File: src/rtl/tone_pkg.sv
package tone_pkg;

  typedef enum logic [1:0] {
    SEQ_IDLE   = 2'd0,
    SEQ_SETUP  = 2'd1,
    SEQ_STROBE = 2'd2
  } seq_state_t;

  // Unsigned sine code: mid-scale offset plus a rounded scaled sine.
  function automatic int sine_code(input int k, input int depth, input int dw);
    real amp;
    real mid;
    real v;
    amp = real'((1 << (dw - 1)) - 1);
    mid = real'(1 << (dw - 1));
    v   = mid + amp * $sin(2.0 * 3.14159265358979 * real'(k) / real'(depth));
    return $rtoi(v + 0.5);
  endfunction

endpackage

File: src/rtl/tone_step_shaper.sv
module tone_step_shaper #(
  parameter int IDX_W      = 8,
  parameter int FRAC_W     = 8,
  parameter int MAX_STRIDE = 64
) (
  input  logic [IDX_W+FRAC_W-1:0] stride_in,
  input  logic                    int_mode,
  output logic [IDX_W+FRAC_W-1:0] step_out
);
  localparam int ACC_W = IDX_W + FRAC_W;
  localparam logic [ACC_W:0] HALF     = (ACC_W+1)'(1) << (FRAC_W - 1);
  localparam logic [ACC_W:0] STEP_CAP = (ACC_W+1)'(MAX_STRIDE) << FRAC_W;

  logic [ACC_W:0] rounded;
  logic [ACC_W:0] picked;

  always_comb begin
    rounded = {1'b0, stride_in} + HALF;
    rounded[FRAC_W-1:0] = '0;
    picked = int_mode ? rounded : {1'b0, stride_in};
    if (picked > STEP_CAP) step_out = STEP_CAP[ACC_W-1:0];
    else                   step_out = picked[ACC_W-1:0];
  end
endmodule

File: src/rtl/tone_phase_acc.sv
module tone_phase_acc #(
  parameter int ACC_W = 16
) (
  input  logic             clk,
  input  logic             rst_n,
  input  logic             enable,
  input  logic             advance,
  input  logic [ACC_W-1:0] step,
  output logic [ACC_W-1:0] phase
);
  always_ff @(posedge clk or negedge rst_n) begin
    if (!rst_n)       phase <= '0;
    else if (!enable) phase <= '0;
    else if (advance) phase <= phase + step;
  end
endmodule

File: src/rtl/tone_sine_rom.sv
module tone_sine_rom #(
  parameter int IDX_W  = 8,
  parameter int DATA_W = 8
) (
  input  logic [IDX_W-1:0]  idx,
  output logic [DATA_W-1:0] sample
);
  localparam int DEPTH = 1 << IDX_W;

  logic [DATA_W-1:0] table_w [DEPTH];

  for (genvar i = 0; i < DEPTH; i++) begin : g_entry
    localparam int CODE = tone_pkg::sine_code(i, DEPTH, DATA_W);
    assign table_w[i] = DATA_W'(CODE);
  end

  assign sample = table_w[idx];
endmodule

File: src/rtl/tone_dac_seq.sv
module tone_dac_seq #(
  parameter int DATA_W = 8
) (
  input  logic              clk,
  input  logic              rst_n,
  input  logic              enable,
  input  logic              tick,
  input  logic [DATA_W-1:0] sample_in,
  output logic              accept,
  output logic [DATA_W-1:0] dac_data,
  output logic              dac_cs_n,
  output logic              dac_wr_n
);
  import tone_pkg::*;

  localparam logic [DATA_W-1:0] MID = DATA_W'(1) << (DATA_W - 1);

  seq_state_t state;

  assign accept = enable && tick && (state == SEQ_IDLE);

  always_ff @(posedge clk or negedge rst_n) begin
    if (!rst_n) begin
      state    <= SEQ_IDLE;
      dac_data <= MID;
      dac_cs_n <= 1'b1;
      dac_wr_n <= 1'b1;
    end else if (!enable) begin
      state    <= SEQ_IDLE;
      dac_cs_n <= 1'b1;
      dac_wr_n <= 1'b1;
    end else begin
      case (state)
        SEQ_IDLE: if (accept) begin
          dac_data <= sample_in;
          state    <= SEQ_SETUP;
        end
        SEQ_SETUP: begin
          dac_cs_n <= 1'b0;
          dac_wr_n <= 1'b0;
          state    <= SEQ_STROBE;
        end
        SEQ_STROBE: begin
          dac_cs_n <= 1'b1;
          dac_wr_n <= 1'b1;
          state    <= SEQ_IDLE;
        end
        default: state <= SEQ_IDLE;
      endcase
    end
  end
endmodule

File: src/rtl/tone_stride_gen.sv
module tone_stride_gen #(
  parameter int IDX_W      = 8,
  parameter int FRAC_W     = 8,
  parameter int DATA_W     = 8,
  parameter int MAX_STRIDE = 64
) (
  input  logic                    clk,
  input  logic                    rst_n,
  input  logic                    enable,
  input  logic                    int_mode,
  input  logic                    sample_tick,
  input  logic [IDX_W+FRAC_W-1:0] stride,
  output logic [DATA_W-1:0]       dac_data,
  output logic                    dac_cs_n,
  output logic                    dac_wr_n
);
  localparam int ACC_W = IDX_W + FRAC_W;

  logic [ACC_W-1:0]  step_eff;
  logic [ACC_W-1:0]  phase;
  logic [DATA_W-1:0] rom_sample;
  logic              accept;

  tone_step_shaper #(.IDX_W(IDX_W), .FRAC_W(FRAC_W), .MAX_STRIDE(MAX_STRIDE)) u_shaper (
    .stride_in(stride), .int_mode(int_mode), .step_out(step_eff)
  );

  tone_phase_acc #(.ACC_W(ACC_W)) u_acc (
    .clk(clk), .rst_n(rst_n), .enable(enable), .advance(accept),
    .step(step_eff), .phase(phase)
  );

  tone_sine_rom #(.IDX_W(IDX_W), .DATA_W(DATA_W)) u_rom (
    .idx(phase[ACC_W-1:FRAC_W]), .sample(rom_sample)
  );

  tone_dac_seq #(.DATA_W(DATA_W)) u_seq (
    .clk(clk), .rst_n(rst_n), .enable(enable), .tick(sample_tick),
    .sample_in(rom_sample), .accept(accept), .dac_data(dac_data),
    .dac_cs_n(dac_cs_n), .dac_wr_n(dac_wr_n)
  );
endmodule

File: config.mk
export PLATFORM = sky130hd
export DESIGN_NAME = tone_stride_gen
export DESIGN_NICKNAME = d
export VERILOG_FILES = /design/src/rtl/tone_pkg.sv /design/src/rtl/tone_step_shaper.sv /design/src/rtl/tone_phase_acc.sv /design/src/rtl/tone_sine_rom.sv /design/src/rtl/tone_dac_seq.sv /design/src/rtl/tone_stride_gen.sv
export SDC_FILE = /design/constraint.sdc
export NUM_CORES = 1
export LEC_CHECK = 0
export ABC_AREA = 0
export BUFFER_PORTS_ARGS = -buffer_cell sky130_fd_sc_hd__buf_4
export CELL_PAD_IN_SITES_DETAIL_PLACEMENT = 0
export CELL_PAD_IN_SITES_GLOBAL_PLACEMENT = 2
export CORE_UTILIZATION = 36
export DETAILED_ROUTE_END_ITERATION = 6
export HOLD_SLACK_MARGIN = 0.15
export PLACE_DENSITY = 0.78
export SETUP_SLACK_MARGIN = 0.2
export SLEW_MARGIN = 25
export SYNTH_ARGS = -nofsm -noshare
export SYNTH_HDL_FRONTEND = slang
export SYNTH_SLANG_ARGS = --single-unit
export TNS_END_PERCENT = 20
File: constraint.sdc
create_clock -name clk -period 3.5 [get_ports clk]
set_clock_uncertainty 0.15 [all_clocks]
set_input_delay 0.35 -clock clk [delete_from_list [all_inputs] [get_ports clk]]
set_output_delay 0.35 -clock clk [all_outputs]
set_load 0.005 [all_outputs]
Yosys cells after proc, flatten, opt, wreduce, memory -nomap -nowiden

Memory sizes are Yosys's and may differ from the RTL's. A register that Yosys moved wholly into a read port is not among the register bits.
Cells that the tools add are included.

$add $sub $neg: 2
$lt $le $gt $ge: 1
Eq/ne operators: 5
Mux-type cells: 9
Bitwise gates (word level): 1
Reduce and logical (&&, ||, !) cells: 5

Operators with widths:

| kind                    | number |
|---|---|
| $mux W16                | 3 |
| $add A16 B8 Y17 const B | 1 |
| $gt A17 B15 Y1 const B  | 1 |
| $mux W17                | 1 |
| $add A16 B16 Y16        | 1 |
| $not A8 Y9              | 1 |
| $mux W2                 | 2 |
| $pmux W2 S2             | 1 |
| $ne A3 B1 Y1 const B    | 1 |
| $ne A3 B3 Y1 const B    | 1 |
| $reduce_and A3 Y1       | 1 |
| $eq A2 B1 Y1 const B    | 1 |
| $eq A2 B2 Y1 const B    | 1 |
| $logic_and A1 B1 Y1     | 2 |
| $logic_not A2 Y1        | 1 |
| $ne A2 B1 Y1 const B    | 1 |
| $pmux W1 S2             | 1 |
| $logic_not A1 Y1        | 1 |
| $mux W1                 | 1 |

Flip-flop bits (word level): 19
Bits in read-only memories: 2048
Input bits: 21
Output and inout port bits: 10
Word-level logic and storage cells: 27
Memories kept: 1

Memory list:

| memory           | words | bits a word | read ports | clocked after Yosys merged registers in | wr ports | RTL line            | RTL |
|---|---|---|---|---|---|---|---|
| (name not given) | 256   | 8           | 1          | 1                                       | 0        | tone_sine_rom.sv:17 | `assign sample = table_w[idx];` |

Depth between registers and ports, before layout

Gate-level depths: netlist of run 1.

Depth in word-level cells: 7
Depth in mapped cells: 16
Depth with buffers taken out: 15

Modules after synthesis

From an unflattened synthesis of run 1, not the netlist that was laid out.

Cell total of the unflattened synthesis: 577
Area, all modules: 4453.0 um2

By module, submodules not included:

| module           | times used | cells each | area an instance (um2) | sequential area each (um2) |
|---|---|---|---|---|
| tone_sine_rom    | 1          | 318        | 2143.3                 | 0.0 |
| tone_phase_acc   | 1          | 171        | 1437.6                 | 400.4 |
| tone_dac_seq     | 1          | 27         | 467.9                  | 277.8 |
| tone_step_shaper | 1          | 61         | 404.1                  | 0.0 |

Worst setup path after synthesis of run 1

OpenSTA, ideal clock, no wires.

Path kind: input to register
Start: in stride[7]
End: reg u_acc.phase[12]
Setup time: 0.120 ns
Data arrival time: 3.333 ns
Required time: 3.230 ns
Setup slack: -0.103 ns
Cell stages on the path: 15
Buffers on the path: 1
Cell sequence: ha_1 -> and4_1 -> buf_4 -> and3_1 -> a21oi_1 -> o21ai_2 -> and3b_1 -> ha_1 -> fa_1 -> a211oi_2 -> o21ai_1 -> and3_1 -> o21a_1 -> or3_1 -> a31o_1

Word-level cells in the longest chain between the ends: 7

Ends and longest elaborated chain:

| what                   | RTL line               | RTL |
|---|---|---|
| start: declaration     | tone_stride_gen.sv:12  | `input logic [IDX_W+FRAC_W-1:0] stride,` |
| $add A16 B8 Y17        | tone_step_shaper.sv:18 | `rounded = {1'b0, stride_in} + HALF;` |
| $mux W17 *             | tone_step_shaper.sv:20 | `picked = int_mode ? rounded : {1'b0, stride_in};` |
| $gt A17 B15 Y1         | tone_step_shaper.sv:21 | `if (picked > STEP_CAP) step_out = STEP_CAP[ACC_W-1:0];` |
| $mux W16 *             | tone_step_shaper.sv:21 |  |
| $add A16 B16 Y16 *     | tone_phase_acc.sv:14   | `else if (advance) phase <= phase + step;` |
| $mux W16 *             | tone_phase_acc.sv:14   |  |
| $mux W16 *             | tone_phase_acc.sv:13   | `else if (!enable) phase <= '0;` |
| end signal: assignment | tone_phase_acc.sv:14   |  |
| end: declaration       | tone_phase_acc.sv:9    | `output logic [ACC_W-1:0] phase` |

Every way passes the cells marked *; elsewhere a longest branch is shown, timed or not. The select of a mux whose other input is x is not followed.
A chain may end at the register's enable or synchronous reset.

Worst setup path in the final report of run 1

Start: in stride[8]
End: reg u_acc.phase[12]

The elaborated chain is that of the path after synthesis.

==> results of run 1 <==
==> registers in the layout, indices dropped and copies added (netlist names) <==
signal / cells
u_acc.phase: 16
u_seq.dac_data: 8
u_seq.dac_cs_n: 1
u_seq.state: 2
==> per-stage QoR <==
step	std cells	TNS [ns]	hold slack, ns	utilization (%)
6_report	694	0	0.229	43.5
5_1_grt	694	0	0.249	43.5
4_1_cts	693	0	0.217	42.7
3_5_place_dp	685	-0.275	0.137	41.7
3_3_place_gp	685	-0.0817	0.137	41.7
2_1_floorplan	533	0	-0.0956	-
==> placed cells by master, fill, tap and decap left out, types with 5 or more instances in the layout <==
| cell type | instances |
|---|---|
| buf_4 | 64 |
| o21ai_0 | 58 |
| a21oi_1 | 41 |
| nor2_1 | 40 |
| nand2_1 | 35 |
| ha_1 | 25 |
| nand3_1 | 22 |
| dfrtp_1 | 22 |
| nand2b_1 | 14 |
| inv_1 | 13 |
| o211ai_1 | 11 |
| a211oi_1 | 11 |
| a31oi_1 | 11 |
| xor2_1 | 10 |
| mux2i_1 | 9 |
| and3_1 | 8 |
| nor2b_1 | 8 |
| and2_1 | 7 |
| and3b_1 | 7 |
| o21a_1 | 6 |
| nor3_1 | 6 |
| a311oi_1 | 6 |
| xnor2_1 | 5 |
| a21o_1 | 5 |
| o31ai_1 | 5 |
| a211o_1 | 5 |
==> worst reg2reg max path, cell delays in order (launching register included) <==
cell	delay (ns)
dfrtp_1	0.38
inv_1	0.23
ha_1	0.50
nor2b_1	0.35
nor3_1	0.12
a311oi_1	0.34
o32ai_1	0.17
o21ai_0	0.26
a21oi_1	0.11
==> final cells by class <==
type / count / area [µm²] / area share (%)
Multi-Input combinational cell: 444 / 3060 / 67.1
Clock buffer: 3 / 41.3 / 0.907
Timing Repair Buffer: 70 / 551 / 12.1
Clock inverter: 1 / 5.00 / 0.110
Sequential cell: 27 / 682 / 15.0
Tap cell: 136 / 170 / 3.74
Inverter: 13 / 48.8 / 1.07
==> power by group through the flow <==
stage	Sequential, µW	Clock, µW	Combinational (µW)
after floorplan	376	0	335
after global placement	404	0	495
after detailed placement	405	0	492
after CTS	399	193	499
after global routing	406	202	568
final	399	180	515
==> timing repair <==
| action | CTS | global route |
|---|---|---|
| cloned | 0 | 0 |
| pin swaps | 7 | 17 |
| hold buffers | 1 | 0 |
| gates resized for setup | 6 | 19 |
| setup endpoints to repair | 1 | 10 |
| hold endpoints to repair | 27 | 0 |
| buffers inserted | 3 | 1 |
==> kinds of logic after synthesis <==
family          count (synthesis)  synth area share, %
compound gates                214                 35.4
flops                          27                 17.3
xor+xnor                       15                 3.34
mux                            13                 4.01
buf+inv                        62                 7.74
simple gates                  173                 22.8
fa+ha+maj                      29                 9.43
==> layer usage <==
layer | routed length [µm] | track usage [%] | share of wire [%] | vias to the layer above
met1 | 5550 | 29.9 | 43 | 2005
met5 | 0 | 0 | 0 | -
met4 | 356 | 9.98 | 2.7 | 0
met3 | 700 | 2.27 | 5.4 | 30
met2 | 6380 | 39.7 | 49 | 161
li1 | - | - | - | 2056
==> how the worst max path moves through the flow <==
stage	from	to	slack [ns]	cells past startpoint
finish	stride[8]	u_acc.phase[12]	0.27	16
global route	stride[8]	u_acc.phase[12]	0.17	18
CTS	stride[7]	u_acc.phase[12]	0.21	17
detailed placement	stride[7]	u_acc.phase[12]	-0.14	16
global placement	stride[7]	u_acc.phase[12]	-0.06	16
floorplan	stride[7]	u_acc.phase[12]	0.16	15
==> results.sh, run 1 <==
export IMPL_critPathCaptureType="register"
export IMPL_numClockSinks=27
export IMPL_antenna_cells=0
export IMPL_tightest_slew_ns=0.857
export IMPL_routed_wl_um=13000
export IMPL_fp_dieW_um=106
export IMPL_dpl_worst_slack_ns=-0.138
export IMPL_max_freq_mhz=310
export IMPL_grt_pass1_wl_um=21100
export IMPL_vias=4252
export IMPL_synth_most_common_cell="o21ai_0"
export IMPL_place_area_um2=4370
export IMPL_die_area_um2=11300
export IMPL_postSynthAreaPerCell_um2=7.37
export IMPL_clkPwrFrac_pct=16.5
export IMPL_place_congestion=0.894
export IMPL_critical_path_top_delay_family="compound AO/OA/AOI/OAI gates"
export IMPL_seqPwrFrac_pct=36.5
export IMPL_place_hpwl_um=9410
export IMPL_io_pins=31
export IMPL_cp_data_arrival_time_ns=3.25
export IMPL_startpoint_type="input pin"
export IMPL_setup_viol_count_final=0
export IMPL_dr_pass1_iters=7
export IMPL_netlist_area_um2=3930
export IMPL_die_h_um=106
export IMPL_ys_types=75
export IMPL_root_buffer="clkbuf_8"
export IMPL_drtAntennaViolNets=0
export IMPL_path_clk_slew_ns=0.09
export IMPL_cp_required_ns=3.53
export IMPL_fin_crit_ns=3.23
export IMPL_reg2reg_slack_ns=0.76
export IMPL_grt_pass1_vias=4127
export IMPL_initial_core_util_pct=37.6
export IMPL_ys_warn_count=0
export IMPL_ys_flop_type="dfrtp_1"
export IMPL_port_buffers=30
export IMPL_synth_seq_cells=27
export IMPL_layout_nets=609
export IMPL_p_per_area_nw_per_um2=240
export IMPL_hold_viol_final=0
export IMPL_p_leak_uw=0.00186
export IMPL_clk_latency_ns=0.28
export IMPL_grt_usage_pct=23.3
export IMPL_power_uw=1090
export IMPL_holdPathEnd="u_seq.dac_cs_n"
export IMPL_rsz0062_at_grt="yes"
export IMPL_switching_share_pct=40.0
export IMPL_hp_start="enable"
export IMPL_r2r_cells=8
export IMPL_drv_slew=0
export IMPL_final_layout_size_suffix_gt1_share_pct=19.9
export IMPL_combPwrFrac_pct=47.0
export IMPL_hold_depth=2
export IMPL_status="finished, final reports clean"
export IMPL_cpMaxStageDelayCell="fa_2"
export IMPL_cts_buffer_depth=2
export IMPL_area_growth_pct=15.9
export IMPL_critPathKind="in2reg"
export IMPL_overflow=0
export IMPL_synth_top_cells_by_count="o21ai_0 (61), a21oi_1 (44), nor2_1 (41)"
export IMPL_netlist_area_leader_share_pct=15.9
export IMPL_ys_seq_area_share_pct=17.3
export IMPL_crit_chain="buf_8, ha_4, and4_4, buf_4, o21ai_1, a21oi_2, o21ai_4, and3b_1, ha_2, fa_2, a211oi_4, o21ai_2, and3_1, o21a_1, or3_1, a31o_1"
export IMPL_synthArstFlopShare_pct=100
export IMPL_internal_power_uw=657
export IMPL_fin_crit_sh_pct=92.2
export IMPL_synth_top_area_cell="dfrtp_1"
export IMPL_core_area_um2=10500
export IMPL_maxSlewHeadroom_pct=42.9
export IMPL_switchingPower_uw=437
export IMPL_reg2reg_to="u_seq.dac_data[0]"
export IMPL_grt_max_degree=48
export IMPL_cts_tree="done"
export IMPL_final_area_um2=4550
export IMPL_drc_errors=0
export IMPL_setup_ws_ns=0.273
export IMPL_cts_buffers=3
export IMPL_drt_iter0_drc=230
export IMPL_fill_cells=1095
export IMPL_crit_fanout=8
export IMPL_htree_levels=1
export IMPL_antenna_found_initial=0
export IMPL_vdd_ir_drop_max_mv=0.139
export IMPL_avgRoutedWirePerCell_um=18.7
export IMPL_drv_cap=0
export IMPL_cp_num_buf_inv=2
export IMPL_max_stage_delay_ns=0.37
export IMPL_syn_num_nets=583
export IMPL_rr_startpoint="u_acc.phase[8]"
export IMPL_synth_edff_count=0
export IMPL_rows=37
export IMPL_hold_path_class="in2reg"
export IMPL_synth_area_leaders="dfrtp_1 (16%), ha_1 (8.9%), o21ai_0 (7.8%)"
export IMPL_synth_cells=533
export IMPL_viasPerCell=6.13
(Power assumes the default switching activity.)
==> run 2, diff against run 1 <==
--- a/config.mk
+++ b/config.mk
@@ -11,6 +11,7 @@
 export CELL_PAD_IN_SITES_GLOBAL_PLACEMENT = 2
 export CORE_UTILIZATION = 36
 export DETAILED_ROUTE_END_ITERATION = 6
+export GPL_TIMING_DRIVEN = 0
 export HOLD_SLACK_MARGIN = 0.15
 export PLACE_DENSITY = 0.78
 export SETUP_SLACK_MARGIN = 0.2
==> run 2 against run 1 <==
Against the previous run:
- via count grew 5.3%
- count of clock-buffer cells in the layout is the same
- register-to-register slack lost 0.50 ns
==> results.sh, run 2 (same netlist as run 1, synthesis figures left out) <==
export IMPL_drc_errors=0
export IMPL_p_leak_uw=0.00187
export IMPL_switching_share_pct=41.3
export IMPL_layout_nets=625
export IMPL_cp_required_ns=3.52
export IMPL_combPwrFrac_pct=50.0
export IMPL_grt_usage_pct=27.5
export IMPL_clk_latency_ns=0.28
export IMPL_drv_slew=0
export IMPL_maxSlewHeadroom_pct=56.6
export IMPL_numClockSinks=27
export IMPL_rows=37
export IMPL_path_clk_slew_ns=0.10
export IMPL_cts_buffers=3
export IMPL_final_layout_size_suffix_gt1_share_pct=17.9
export IMPL_power_uw=1110
export IMPL_rr_startpoint="u_acc.phase[9]"
export IMPL_crit_start="stride[7]"
export IMPL_initial_core_util_pct=37.6
export IMPL_antenna_cells=0
export IMPL_hold_ws_ns=0.346
export IMPL_grt_pass1_wl_um=24000
export IMPL_fin_crit_ns=3.40
export IMPL_tightest_slew_ns=0.651
export IMPL_area_growth_pct=14.6
export IMPL_die_h_um=106
export IMPL_clkPwrFrac_pct=16.2
export IMPL_routed_wl_um=15200
export IMPL_fp_dieW_um=106
export IMPL_largest_reg_flops=16
export IMPL_die_area_um2=11300
export IMPL_avgRoutedWirePerCell_um=21.4
export IMPL_mostFrequentLayoutCell="o21ai_0"
export IMPL_critPathKind="in2reg"
export IMPL_fin_crit_sh_pct=97.1
export IMPL_drtAntennaViolNets=0
export IMPL_internal_power_uw=653
export IMPL_hold_path_class="in2async"
export IMPL_cts_tree="done"
export IMPL_root_buffer="clkbuf_8"
export IMPL_vdd_ir_drop_max_mv=0.109
export IMPL_cts_buffer_depth=2
export IMPL_place_area_um2=4350
export IMPL_p_per_area_nw_per_um2=247
export IMPL_setup_viol_count_final=0
export IMPL_critPathCaptureType="register"
export IMPL_grt_max_degree=28
export IMPL_place_hpwl_um=11500
export IMPL_cp_data_arrival_time_ns=3.41
export IMPL_port_buffers=29
export IMPL_overflow=0
export IMPL_htree_levels=1
export IMPL_place_congestion=0.950
export IMPL_vias=4476
export IMPL_dr_pass1_iters=5
export IMPL_drt_iter0_drc=343
export IMPL_drv_cap=0
export IMPL_largest_register="u_acc.phase"
export IMPL_antenna_found_initial=0
export IMPL_core_area_um2=10500
export IMPL_rsz0062_at_grt="yes"
export IMPL_status="finished, final reports clean"
export IMPL_top_regs="u_acc.phase (16), u_seq.dac_data (8), u_seq.state (2)"
export IMPL_final_area_um2=4500
export IMPL_startpoint_type="input pin"
export IMPL_max_freq_mhz=294
export IMPL_final_cell_mix="o21ai_0 (58), a21oi_1 (42), buf_4 (42)"
export IMPL_grt_pass1_vias=4311
export IMPL_hold_viol_final=0
export IMPL_viasPerCell=6.30
export IMPL_crit_fanout=10
export IMPL_switchingPower_uw=459
export IMPL_io_pins=31
export IMPL_seqPwrFrac_pct=33.8
==> run 2: changes by cell type in the layout (fill, tap and decap cells not counted), moves of 2 or more <==
cell / previous run / this run
buf_1: 0 / 2
buf_2: 0 / 22
buf_4: 64 / 42
clkbuf_1: 0 / 13
clkbuf_2: 0 / 2
clkinvlp_4: 0 / 2
nor4_1: 2 / 4
nor4_2: 2 / 0
==> run 2: critical path, stage by stage <==
cell	delay (ns)
buf_4	0.13
ha_4	0.16
and4_1	0.16
buf_6	0.13
and3_4	0.17
a21oi_2	0.17
o21ai_4	0.12
and3b_1	0.20
ha_2	0.19
fa_2	0.39
a211oi_4	0.25
o21ai_2	0.12
and3_1	0.17
o21a_1	0.17
or3_1	0.30
a31o_1	0.20
==> run 2: timing repair <==
item	4_1_cts	5_1_grt
hold buffers	1	0
setup endpoints to repair	11	15
pin swaps	2	3
resized for setup	4	9
buffers inserted	2	5
endpoints found under the hold margin	27	0
==> run 2: power groups by stage <==
| stage | Clock [µW] | Combinational (µW) | Sequential (µW) |
|---|---|---|---|
| after floorplan | 0 | 335 | 376 |
| after CTS | 188 | 533 | 378 |
| after global placement | 0 | 540 | 383 |
| after detailed placement | 0 | 528 | 384 |
| final | 180 | 556 | 376 |
| after global routing | 202 | 605 | 381 |
==> run 2: area by class of cell <==
type                       instances  area (µm²)
buffer                            49         263
clock buffer                       3        41.3
clock inverter                     1        7.51
fill                            1136        5960
inverter                          13        52.6
multi-input combinational        444        3010
sequential                        27         681
tap                              136         170
timing repair buffer              37         280
==> run 2: worst paths after layout <==
kind	slack (ns)	cells past startpoint	to
worst min-delay path	0.35	2	u_acc.phase[0]
min in group clk	0.35	2	u_seq.dac_data[5]
worst max register to register	0.26	10	u_seq.dac_data[1]
max in group asynchronous	2.55	2	u_seq.dac_cs_n
worst min register to register	0.35	2	u_seq.dac_data[5]
worst max-delay path	0.10	16	u_acc.phase[12]
==> run 2: per-layer routing <==
metal / global-route usage (%) / part of all wire, % / vias to the layer above
met2: 46.5 / 48 / 281
met3: 3.07 / 7.6 / 65
met1: 33.6 / 39 / 2044
met5: 0 / 0 / -
met4: 16.2 / 5.3 / 0
li1: - / - / 2086
==> run 2: through the flow <==
stage	setup slack [ns]	instances	utilization [%]	TNS, ns
floorplan	0.159	533	-	0
global placement	-0.350	698	41.6	-1.42
detailed placement	-0.392	698	41.6	-1.74
CTS	0.0686	705	42.4	0
global route	-0.0310	710	43.0	-0.0664
finish	0.103	710	43.0	0
